<file path="config.mk">
export PLATFORM = sky130hd
export DESIGN_NAME = psg_tone_mixer
export DESIGN_NICKNAME = d
export VERILOG_FILES = /design/src/rtl/psg_pkg.sv /design/src/rtl/psg_master_tick.sv /design/src/rtl/psg_period_div.sv /design/src/rtl/psg_tone_chan.sv /design/src/rtl/psg_noise_lfsr.sv /design/src/rtl/psg_chan_mix.sv /design/src/rtl/psg_tone_mixer.sv
export SDC_FILE = /design/constraint.sdc
export NUM_CORES = 1
export LEC_CHECK = 0
export BUFFER_PORTS_ARGS = -buffer_cell sky130_fd_sc_hd__buf_2
export CELL_PAD_IN_SITES_DETAIL_PLACEMENT = 0
export CELL_PAD_IN_SITES_GLOBAL_PLACEMENT = 1
export CORE_AREA = 2 2 124 126
export CTS_BUF_LIST = sky130_fd_sc_hd__clkbuf_4 sky130_fd_sc_hd__clkbuf_8
export DETAILED_ROUTE_END_ITERATION = 10
export DIE_AREA = 0 0 126 128
export HOLD_SLACK_MARGIN = 0.03
export PLACE_DENSITY = 0.7
export SLEW_MARGIN = 20
export SYNTH_ARGS = -nofsm -noshare
export SYNTH_HDL_FRONTEND = slang
export SYNTH_SLANG_ARGS = --single-unit
</file>
<file path="constraint.sdc">
create_clock -name clk -period 2.7 [get_ports clk]
set_input_delay 0.54 -clock clk [delete_from_list [all_inputs] [get_ports clk]]
set_output_delay 0.54 -clock clk [all_outputs]
set_load 0.05 [all_outputs]
</file>
<file path="src/rtl/psg_pkg.sv">
package psg_pkg;
  // number of tone channels, fixed by the three named outputs
  localparam int NUM_CH = 3;
  // default widths
  localparam int FINE_W      = 8;
  localparam int COARSE_W    = 4;
  localparam int NOISE_W     = 5;
  localparam int LVL_W       = 4;
  localparam int LFSR_W      = 17;
  localparam int LFSR_TAP    = 3;
  // master ticks per period unit, as log2
  localparam int TONE_PRE_W  = 3;
  localparam int NOISE_PRE_W = 4;
endpackage

</file>
<file path="src/rtl/psg_master_tick.sv">
module psg_master_tick (
  input  logic clk,
  input  logic rst_n,
  input  logic clk_en,
  input  logic full_rate,
  output logic tick_o
);
  logic phase_q;
  logic phase_d;

  always_comb begin
    phase_d = phase_q;
    if (clk_en) begin
      phase_d = ~phase_q;
    end
  end

  always_ff @(posedge clk or negedge rst_n) begin
    if (!rst_n) begin
      phase_q <= 1'b0;
    end else begin
      phase_q <= phase_d;
    end
  end

  assign tick_o = clk_en && (full_rate || phase_q);


  half_rate_spacing_chk: assert property (@(posedge clk) disable iff (!rst_n)
    (tick_o && !full_rate) |=> (full_rate || !tick_o));


  no_tick_when_idle_chk: assert property (@(posedge clk) disable iff (!rst_n)
    !clk_en |-> !tick_o);
endmodule

</file>
<file path="src/rtl/psg_period_div.sv">
module psg_period_div #(
  parameter int PER_W = 12,
  parameter int PRE_W = 3
) (
  input  logic             clk,
  input  logic             rst_n,
  input  logic             tick_i,
  input  logic [PER_W-1:0] per_i,
  output logic             wrap_o
);
  localparam int CNT_W = PER_W + PRE_W;

  logic [CNT_W-1:0] cnt_q;
  logic [CNT_W-1:0] cnt_d;
  logic [CNT_W-1:0] lim_m1;
  logic [PER_W-1:0] per_eff;

  // a zero period is treated as one
  always_comb begin
    per_eff = (per_i == '0) ? PER_W'(1) : per_i;
    lim_m1  = {per_eff, {PRE_W{1'b0}}} - CNT_W'(1);
  end

  // >= so that shortening the period takes effect at once
  assign wrap_o = tick_i && (cnt_q >= lim_m1);

  always_comb begin
    cnt_d = cnt_q;
    if (tick_i) begin
      cnt_d = wrap_o ? '0 : cnt_q + CNT_W'(1);
    end
  end

  always_ff @(posedge clk or negedge rst_n) begin
    if (!rst_n) begin
      cnt_q <= '0;
    end else begin
      cnt_q <= cnt_d;
    end
  end


  hold_without_tick_chk: assert property (@(posedge clk) disable iff (!rst_n)
    !tick_i |=> $stable(cnt_q));
endmodule

</file>
<file path="src/rtl/psg_tone_chan.sv">
module psg_tone_chan #(
  parameter int PER_W = 12,
  parameter int PRE_W = 3
) (
  input  logic             clk,
  input  logic             rst_n,
  input  logic             tick_i,
  input  logic [PER_W-1:0] per_i,
  output logic             tone_o
);
  logic wrap;
  logic tone_q;
  logic tone_d;

  psg_period_div #(.PER_W(PER_W), .PRE_W(PRE_W)) div_i (
    .clk    (clk),
    .rst_n  (rst_n),
    .tick_i (tick_i),
    .per_i  (per_i),
    .wrap_o (wrap)
  );

  always_comb begin
    tone_d = tone_q;
    if (wrap) begin
      tone_d = ~tone_q;
    end
  end

  always_ff @(posedge clk or negedge rst_n) begin
    if (!rst_n) begin
      tone_q <= 1'b0;
    end else begin
      tone_q <= tone_d;
    end
  end

  assign tone_o = tone_q;


  tone_flip_on_wrap_chk: assert property (@(posedge clk) disable iff (!rst_n)
    wrap |=> (tone_q != $past(tone_q)));


  tone_hold_chk: assert property (@(posedge clk) disable iff (!rst_n)
    !wrap |=> $stable(tone_q));
endmodule

</file>
<file path="src/rtl/psg_noise_lfsr.sv">
module psg_noise_lfsr #(
  parameter int PER_W  = 5,
  parameter int PRE_W  = 4,
  parameter int SR_W   = 17,
  parameter int SR_TAP = 3
) (
  input  logic             clk,
  input  logic             rst_n,
  input  logic             tick_i,
  input  logic [PER_W-1:0] per_i,
  output logic             noise_o
);
  logic            shift;
  logic [SR_W-1:0] sr_q;
  logic [SR_W-1:0] sr_d;

  psg_period_div #(.PER_W(PER_W), .PRE_W(PRE_W)) div_i (
    .clk    (clk),
    .rst_n  (rst_n),
    .tick_i (tick_i),
    .per_i  (per_i),
    .wrap_o (shift)
  );

  always_comb begin
    sr_d = sr_q;
    if (shift) begin
      sr_d = {sr_q[0] ^ sr_q[SR_TAP], sr_q[SR_W-1:1]};
    end
  end

  always_ff @(posedge clk or negedge rst_n) begin
    if (!rst_n) begin
      sr_q <= SR_W'(1);
    end else begin
      sr_q <= sr_d;
    end
  end

  assign noise_o = sr_q[0];


  sr_nonzero_chk: assert property (@(posedge clk) disable iff (!rst_n)
    sr_q != '0);


  sr_hold_chk: assert property (@(posedge clk) disable iff (!rst_n)
    !shift |=> $stable(sr_q));
endmodule

</file>
<file path="src/rtl/psg_chan_mix.sv">
module psg_chan_mix #(
  parameter int LVL_W = 4
) (
  input  logic           clk,
  input  logic           rst_n,
  input  logic           tone_i,
  input  logic           noise_i,
  input  logic           tone_off_i,
  input  logic           noise_off_i,
  input  logic [LVL_W:0] level_i,
  input  logic [LVL_W:0] env_i,
  output logic [LVL_W:0] amp_o
);
  logic           gate;
  logic [LVL_W:0] lvl_sel;

  always_comb begin
    gate = (tone_i | tone_off_i) & (noise_i | noise_off_i);
    if (level_i[LVL_W]) begin
      lvl_sel = env_i;
    end else begin
      lvl_sel = {level_i[LVL_W-1:0], level_i[LVL_W-1]};
    end
    amp_o = gate ? lvl_sel : '0;
  end


  both_off_level_chk: assert property (@(posedge clk) disable iff (!rst_n)
    (tone_off_i && noise_off_i && !level_i[LVL_W])
      |-> (amp_o[LVL_W:1] == level_i[LVL_W-1:0]));


  fixed_lsb_copy_chk: assert property (@(posedge clk) disable iff (!rst_n)
    !level_i[LVL_W] |-> (amp_o[0] == amp_o[LVL_W]));


  tone_low_mutes_chk: assert property (@(posedge clk) disable iff (!rst_n)
    (!tone_off_i && !tone_i) |-> (amp_o == '0));
endmodule

</file>
<file path="src/rtl/psg_tone_mixer.sv">
module psg_tone_mixer
  import psg_pkg::*;
#(
  parameter int FINE_W      = psg_pkg::FINE_W,
  parameter int COARSE_W    = psg_pkg::COARSE_W,
  parameter int NOISE_W     = psg_pkg::NOISE_W,
  parameter int LVL_W       = psg_pkg::LVL_W,
  parameter int LFSR_W      = psg_pkg::LFSR_W,
  parameter int LFSR_TAP    = psg_pkg::LFSR_TAP,
  parameter int TONE_PRE_W  = psg_pkg::TONE_PRE_W,
  parameter int NOISE_PRE_W = psg_pkg::NOISE_PRE_W
) (
  input  logic                         clk,
  input  logic                         rst_n,
  input  logic                         clk_en,
  input  logic                         full_rate,
  input  logic [NUM_CH*FINE_W-1:0]     tone_fine,
  input  logic [NUM_CH*COARSE_W-1:0]   tone_coarse,
  input  logic [NOISE_W-1:0]           noise_period,
  input  logic [2*NUM_CH-1:0]          mix_mask,
  input  logic [NUM_CH*(LVL_W+1)-1:0]  level_regs,
  input  logic [LVL_W:0]               env_level,
  output logic [LVL_W:0]               amp_a,
  output logic [LVL_W:0]               amp_b,
  output logic [LVL_W:0]               amp_c
);
  localparam int TONE_W = FINE_W + COARSE_W;
  localparam int AMP_W  = LVL_W + 1;

  logic             mtick;
  logic             noise_bit;
  logic [AMP_W-1:0] amp_w [NUM_CH];

  psg_master_tick mtick_i (
    .clk       (clk),
    .rst_n     (rst_n),
    .clk_en    (clk_en),
    .full_rate (full_rate),
    .tick_o    (mtick)
  );

  psg_noise_lfsr #(
    .PER_W  (NOISE_W),
    .PRE_W  (NOISE_PRE_W),
    .SR_W   (LFSR_W),
    .SR_TAP (LFSR_TAP)
  ) noise_i (
    .clk     (clk),
    .rst_n   (rst_n),
    .tick_i  (mtick),
    .per_i   (noise_period),
    .noise_o (noise_bit)
  );

  for (genvar c = 0; c < NUM_CH; c++) begin : g_ch
    logic [TONE_W-1:0] period;
    logic              tone_bit;

    assign period = {tone_coarse[c*COARSE_W +: COARSE_W],
                     tone_fine[c*FINE_W +: FINE_W]};

    psg_tone_chan #(.PER_W(TONE_W), .PRE_W(TONE_PRE_W)) tone_i (
      .clk    (clk),
      .rst_n  (rst_n),
      .tick_i (mtick),
      .per_i  (period),
      .tone_o (tone_bit)
    );

    psg_chan_mix #(.LVL_W(LVL_W)) mix_i (
      .clk         (clk),
      .rst_n       (rst_n),
      .tone_i      (tone_bit),
      .noise_i     (noise_bit),
      .tone_off_i  (mix_mask[c]),
      .noise_off_i (mix_mask[NUM_CH + c]),
      .level_i     (level_regs[c*AMP_W +: AMP_W]),
      .env_i       (env_level),
      .amp_o       (amp_w[c])
    );
  end

  assign amp_a = amp_w[0];
  assign amp_b = amp_w[1];
  assign amp_c = amp_w[2];
endmodule

</file>
### Word level (Yosys, flattened, before mapping)

Cells that the tools add are included.

| word-level totals | value |
|---|---|
| bits of input ports | 71 |
| register bits | 75 |
| logic and storage cells | 59 |
| output and inout bits | 15 |

| cells by class | value |
|---|---|
| reductions and logical operators | 10 |
| order comparisons | 4 |
| mux-type cells | 14 |
| bitwise gates (word level) | 14 |
| add/subtract/negate cells | 8 |

Operators by type and width:

| cell | number |
|---|---|
| $add 15x1->15 const B | 3 |
| $ge 15x15->1 | 3 |
| $mux 15 | 3 |
| $sub 15x1->15 const B | 3 |
| $logic_not 12->1 | 3 |
| $mux 12 | 3 |
| $mux 5 | 7 |
| $add 9x1->9 const B | 1 |
| $ge 9x9->1 | 1 |
| $mux 9 | 1 |
| $sub 9x1->9 const B | 1 |
| $or 1x1->1 | 6 |
| $logic_and 1x1->1 | 5 |
| $logic_not 5->1 | 1 |
| $not 1->1 | 4 |
| $and 1x1->1 | 3 |
| $logic_or 1x1->1 | 1 |
| $xor 1x1->1 | 1 |

### Depth between registers and ports, before layout

| logic depth | value |
|---|---|
| depth in word-level cells | 6 |
| depth in mapped cells | 15 |
| depth with buffers taken out | 14 |

### By module

Synthesis repeated with hierarchy kept, for this count alone.

| unflattened totals | value |
|---|---|
| cells, all modules | 578 |
| area, all modules | 5415.2 um^2 |

By module, submodules not included:

| module | area each (um^2) | cells each | sequential area each (um^2) | times used |
|---|---|---|---|---|
| psg_period_div at g_ch[0].tone_i.div_i ... | 1208.7 | 139 | 375.4 | 2 |
| psg_period_div at g_ch[1].tone_i.div_i | 1194.9 | 139 | 375.4 | 1 |
| psg_period_div at noise_i.div_i | 704.4 | 75 | 225.2 | 1 |
| psg_noise_lfsr | 685.7 | 38 | 426.7 | 1 |
| psg_chan_mix | 90.1 | 13 | 0.0 | 3 |
| psg_tone_chan | 33.8 | 2 | 25.0 | 3 |
| psg_master_tick | 41.3 | 3 | 25.0 | 1 |

### Worst setup path before layout

No wires, ideal clock.

| path | value |
|---|---|
| kind | in2reg |
| from | input tone_fine[13] |
| to | register g_ch[1].tone_i.tone_q |
| library setup time | 0.140 ns |
| arrival time | 3.331 ns |
| slack | -0.771 ns |
| stages | 14 |
| path buffers | 0 |
| required time | 2.560 ns |
| cell sequence | or4_4 -> nor4_2 -> a21oi_1 -> ha_1 -> nand2_1 -> or2_2 -> nor3_1 -> xnor2_1 -> ha_1 -> and4_1 -> o211a_1 -> a221oi_4 -> a21oi_2 -> xor2_1 |

| on the way | value |
|---|---|
| word-level cells in the longest chain between the ends | 5 |

RTL lines:

| element | RTL line | text |
|---|---|---|
| start: declaration | psg_tone_mixer.sv:17 | `input logic [NUM_CH*FINE_W-1:0] tone_fine,` |
| $logic_not 12->1 | psg_period_div.sv:20 | `per_eff = (per_i == '0) ? PER_W'(1) : per_i;` |
| $mux 12 * | psg_period_div.sv:20 |  |
| $sub 15x1->15 * | psg_period_div.sv:21 | `lim_m1 = {per_eff, {PRE_W{1'b0}}} - CNT_W'(1);` |
| $ge 15x15->1 * | psg_period_div.sv:25 | `assign wrap_o = tick_i && (cnt_q >= lim_m1);` |
| $logic_and 1x1->1 * | psg_period_div.sv:25 |  |
| end signal: assignment | psg_tone_chan.sv:34 | `tone_q <= tone_d;` |
| end: declaration | psg_tone_chan.sv:12 | `logic tone_q;` |

Every way passes the cells marked *; elsewhere a longest branch is shown, timed or not.
A chain may end at the register's enable or synchronous reset.

### Worst setup path after layout

| path | value |
|---|---|
| from | input tone_fine[13] |
| to | register g_ch[1].tone_i.div_i.cnt_q[9] |

| on the way | value |
|---|---|
| word-level cells in the longest chain between the ends | 6 |

RTL lines:

| element | RTL line | text |
|---|---|---|
| $logic_not 12->1 | psg_period_div.sv:20 |  |
| $mux 12 * | psg_period_div.sv:20 |  |
| $sub 15x1->15 * | psg_period_div.sv:21 |  |
| $ge 15x15->1 * | psg_period_div.sv:25 |  |
| $logic_and 1x1->1 * | psg_period_div.sv:25 |  |
| $mux 15 * | psg_period_div.sv:30 | `cnt_d = wrap_o ? '0 : cnt_q + CNT_W'(1);` |
| end signal: assignment | psg_period_div.sv:38 | `cnt_q <= cnt_d;` |
| end: declaration | psg_period_div.sv:13 | `logic [CNT_W-1:0] cnt_q;` |

Marked as above.

==> results by group <==
Worst setup path
  – Worst setup SP type: input pin
  – CP Capture Type: flop
  – Cells along the critical path: buf_6, or4_4, nor4_4, a21oi_2, ha_2, nand2_2, or2_4, nor3_2, xnor2_1, ha_1, and4_1, o211a_1, a221oi_4, nand2_1, o31ai_1
  – Critical path fanouts, max: 4
  – Critical path data arrival time: 3.42 ns
  – CP max stage cell: or4_4
  – Worst stage delay on the critical path: approximately 0.54 ns
  – Crit path buffers/inverters: 1
  – Gate family responsible for the most delay along the worst path: simple AND/OR/NAND/NOR gates
  – Data required time of the worst path: 2.99 ns
  – Classification of the worst setup path: in -> reg

Place
  – Hpwl dp: 10800 um
  – Total of buffers placed on input and output ports: 85
  – Number of cells in the design after placement: ~960
  – Gp weighted congestion: about 0.8
  – Standard cell area after detailed placement: slightly above 7000 um^2
  – Worst setup slack before clock tree synthesis: -0.878 ns

Floorplan
  – Row count: 45
  – Floorplan Core Area: 14900 um^2
  – Die area: roughly 16000 um^2
  – Vertical die dimension: 128 um
  – Width of the die: ~130 um
  – Initial core utilization: 0.381
  – Number of top-level pins: 86

Routing
  – Residual DRC count: 0
  – Via/cell ratio: ~5.3
  – Number of violations reported at the end of detailed-routing iteration 0: ~320
  – Via count: 5263
  – Initial DRT Pass Iterations: 4
  – Met3 Routed Length: around 470 um
  – Avg WL per Cell: between 10 and 15 um
  – Sum of routed wire length over all layers: 14500 um
  – Met2 WL post-DR: between 7000 and 8000 um
  – DR top layer: met4
  – Final antenna-violating net count: 0
  – Length of routed wiring on met1: ~6500 um

Clock tree
  – Clock latency on the worst-skew pair: about 0.37 ns
  – Root buffer selected by CTS: clkbuf_8
  – Clock slew seen by the registers of the worst setup and hold paths: approximately 0.09 ns
  – H-tree lvl count: 3
  – Total CTS buffers: 9
  – Sinks on the clock net: 75
  – Clock tree from TritonCTS: yes
  – Maximum clock path buffer count: 2

Power
  – Total power after layout: about 4.4 mW
  – Switching power of the nets: between 1.5 and 2 mW
  – Internal cell power: 2.61 mW
  – Register share of total power: 0.394
  – Relative contribution of combinational cells to total power: 0.394
  – Leak Pwr: about 3.6 nW
  – Power Dens Cells: around 560 nW/um^2
  – Maximum vdd ir drop: ~0.23 mV
  – Switching portion of total power: 0.411
  – Clock power share: 0.212

Logic synthesis
  – Library cell occupying the most area in the post-synthesis netlist: dfrtp_1
  – Most frequent cells after synthesis: dfrtp_1, nand2_1, nor2_1
  – Share of synthesized flip-flops with an asynchronous set or reset: 1.00
  – Total standard cell area after synthesis: between 5000 and 6000 um^2
  – Mean post-synth cell area: 9.21 um^2
  – Leading register cell type out of synthesis: dfrtp_1
  – Register area share after synthesis: 0.331
  – Warnings, synthesis: 0
  – Top cell type's share of synthesized area: 0.327
  – Syn_nets: 735
  – Flops & latches, synth: 75
  – Instance count of the mapped netlist: a little over 600
  – Leading post-synthesis cells by cell area: dfrtp_1, ha_1, xnor2_1
  – Number of unique standard cell types used by synthesis: between 60 and 70
  – Most repeated cell in the gate-level netlist after synthesis: dfrtp_1
  – Post-synth EDFFs: 0

STA
  – Headroom to the max-slew limit: 0.670
  – Actual transition at the worst max-transition pin: between 0.4 and 0.5 ns
  – Worst setup margin: -0.434 ns
  – Share of the clock period used by the worst path: 1.16
  – Minimum clock period after layout: about 3.1 ns
  – Fmax: roughly 320 MHz
  – Largest clock skew in the final design: 0.00806 ns
  – RSZ-0062 raised after global routing: yes
  – Smallest hold slack: between 0.1 and 0.15 ns
  – Final count of negative-setup-slack endpoints: 48
  – Number of pins with negative max-slew slack in the final report: 0
  – Final number of hold-violating endpoints: 0

Cells and area
  – Filler cells: between 1000 and 1500
  – Number of nets in the finished design: approximately 920
  – Storage element area: between 1500 and 2000 um^2
  – Multi-input gate area: 4140 um^2
  – Syn-to-layout area delta: 38.7%
  – Fraction of layout cells with a size suffix above 1: 0.395
  – Final standard cell area without fillers: ~7900 um^2
  – Final standard cell count with taps included and fillers excluded: 990
  – Antenna diodes: 0

GRT
  – Sum of overflow across all layers after global routing: 0
  – Wire length of the first global-routing pass: between 20000 and 30000 um
  – Initial antenna violation count: 0
  – Maximum number of pins on one net before global-route repair: between 40 and 50
  – Vias in the first global route: around 5200
  – Tot GR Track Use: 0.188

Status
  – Result of the run: finished with violations
  – Violations in the final reports: setup timing

Worst hold path
  – Worst min-delay path class: in -> async

Run
  – Max Cap Viol: 0
## kinds of logic (layout without fill, tap and decap cells)
kind of cell | Yosys count | in the layout | synth area share
multiplexers | 36 | 36 | 0.0742
flip-flops | 75 | 75 | 0.331
AO/OA/AOI/OAI | 126 | 126 | 0.160
buffers and inverters | 33 | 219 | 0.0280
AND/OR/NAND/NOR | 247 | 248 | 0.222
XOR/XNOR | 49 | 49 | 0.0758
adder cells (fa/ha/maj) | 49 | 49 | 0.108
## power groups by stage
stage                     registers, mW  logic (mW)  clock network (mW)
final                              1.74        1.75               0.936
after global routing               1.79        1.94                1.02
after CTS                          1.73        1.66               0.969
after detailed placement           1.75        1.54                   0
after global placement             1.74        1.50                   0
after floorplan                    1.63        1.09                   0
## layer usage
layer	global-route usage	vias up
met4	0.0537	0
met3	0.0376	21
met2	0.321	76
met5	0	-
li1	-	2632
met1	0.241	2534
## cell usage in the layout (no fill, tap or decap), drive strengths merged, types with 11 or more instances in the layout
cell type	n
buf	185
nor3	23
ha	49
a21oi	40
a31oi	11
mux2	18
xor2	21
xnor2	28
nand2	64
nand3	36
mux2i	18
nand4	15
dfrtp	74
o21ai	22
nor2	53
inv	21
## layout make-up
cell class,count,area share
Sequential cell,75,0.239
Timing Repair Buffer,185,0.170
Tap cell,188,0.0299
Clock inverter,7,0.0107
Clock buffer,9,0.0158
Multi-Input combinational cell,508,0.526
Inverter,18,0.00860
## metrics by stage
stage,setup TNS (ns),util
2_1_floorplan,-21.91,-
3_3_place_gp,-35.71,0.478
3_5_place_dp,-38.06,0.478
4_1_cts,-13.24,0.515
5_1_grt,-19.50,0.529
6_report,-13.54,0.529
## timing repair
| item | 4_1_cts | 5_1_grt |
|---|---|---|
| pin swaps | 33 | 12 |
| gates resized for setup | 49 | 43 |
| hold buffers | 0 | 0 |
| buffers inserted | 9 | 6 |
| setup endpoints to repair | 48 | 48 |
| cloned | 2 | 0 |
## final timing paths
check | cells after the start | slack (ns) | start | endpoint
setup / recovery | 15 | -0.43 | tone_fine[13] | g_ch[1].tone_i.div_i.cnt_q[9]
hold / removal | 1 | 0.12 | rst_n | g_ch[1].tone_i.div_i.cnt_q[13]
setup reg to reg | 7 | 0.52 | g_ch[0].tone_i.div_i.cnt_q[0] | g_ch[0].tone_i.div_i.cnt_q[4]
hold reg to reg | 1 | 0.47 | g_ch[0].tone_i.tone_o | g_ch[0].tone_i.tone_o
max in group asynchronous | 2 | 1.90 | rst_n | noise_i.sr_q[0]
min in group clk | 2 | 0.46 | clk_en | mtick_i.phase_q
## sequential cells by signal (all words and copies together) (netlist names)
signal,flops
noise_i.sr_q,17
g_ch.tone_i.div_i.cnt_q,45
noise_i.div_i.cnt_q,9
g_ch.tone_i.tone_o,3
mtick_i.phase_q,1
No activity file was read; power rests on OpenSTA's default activity.
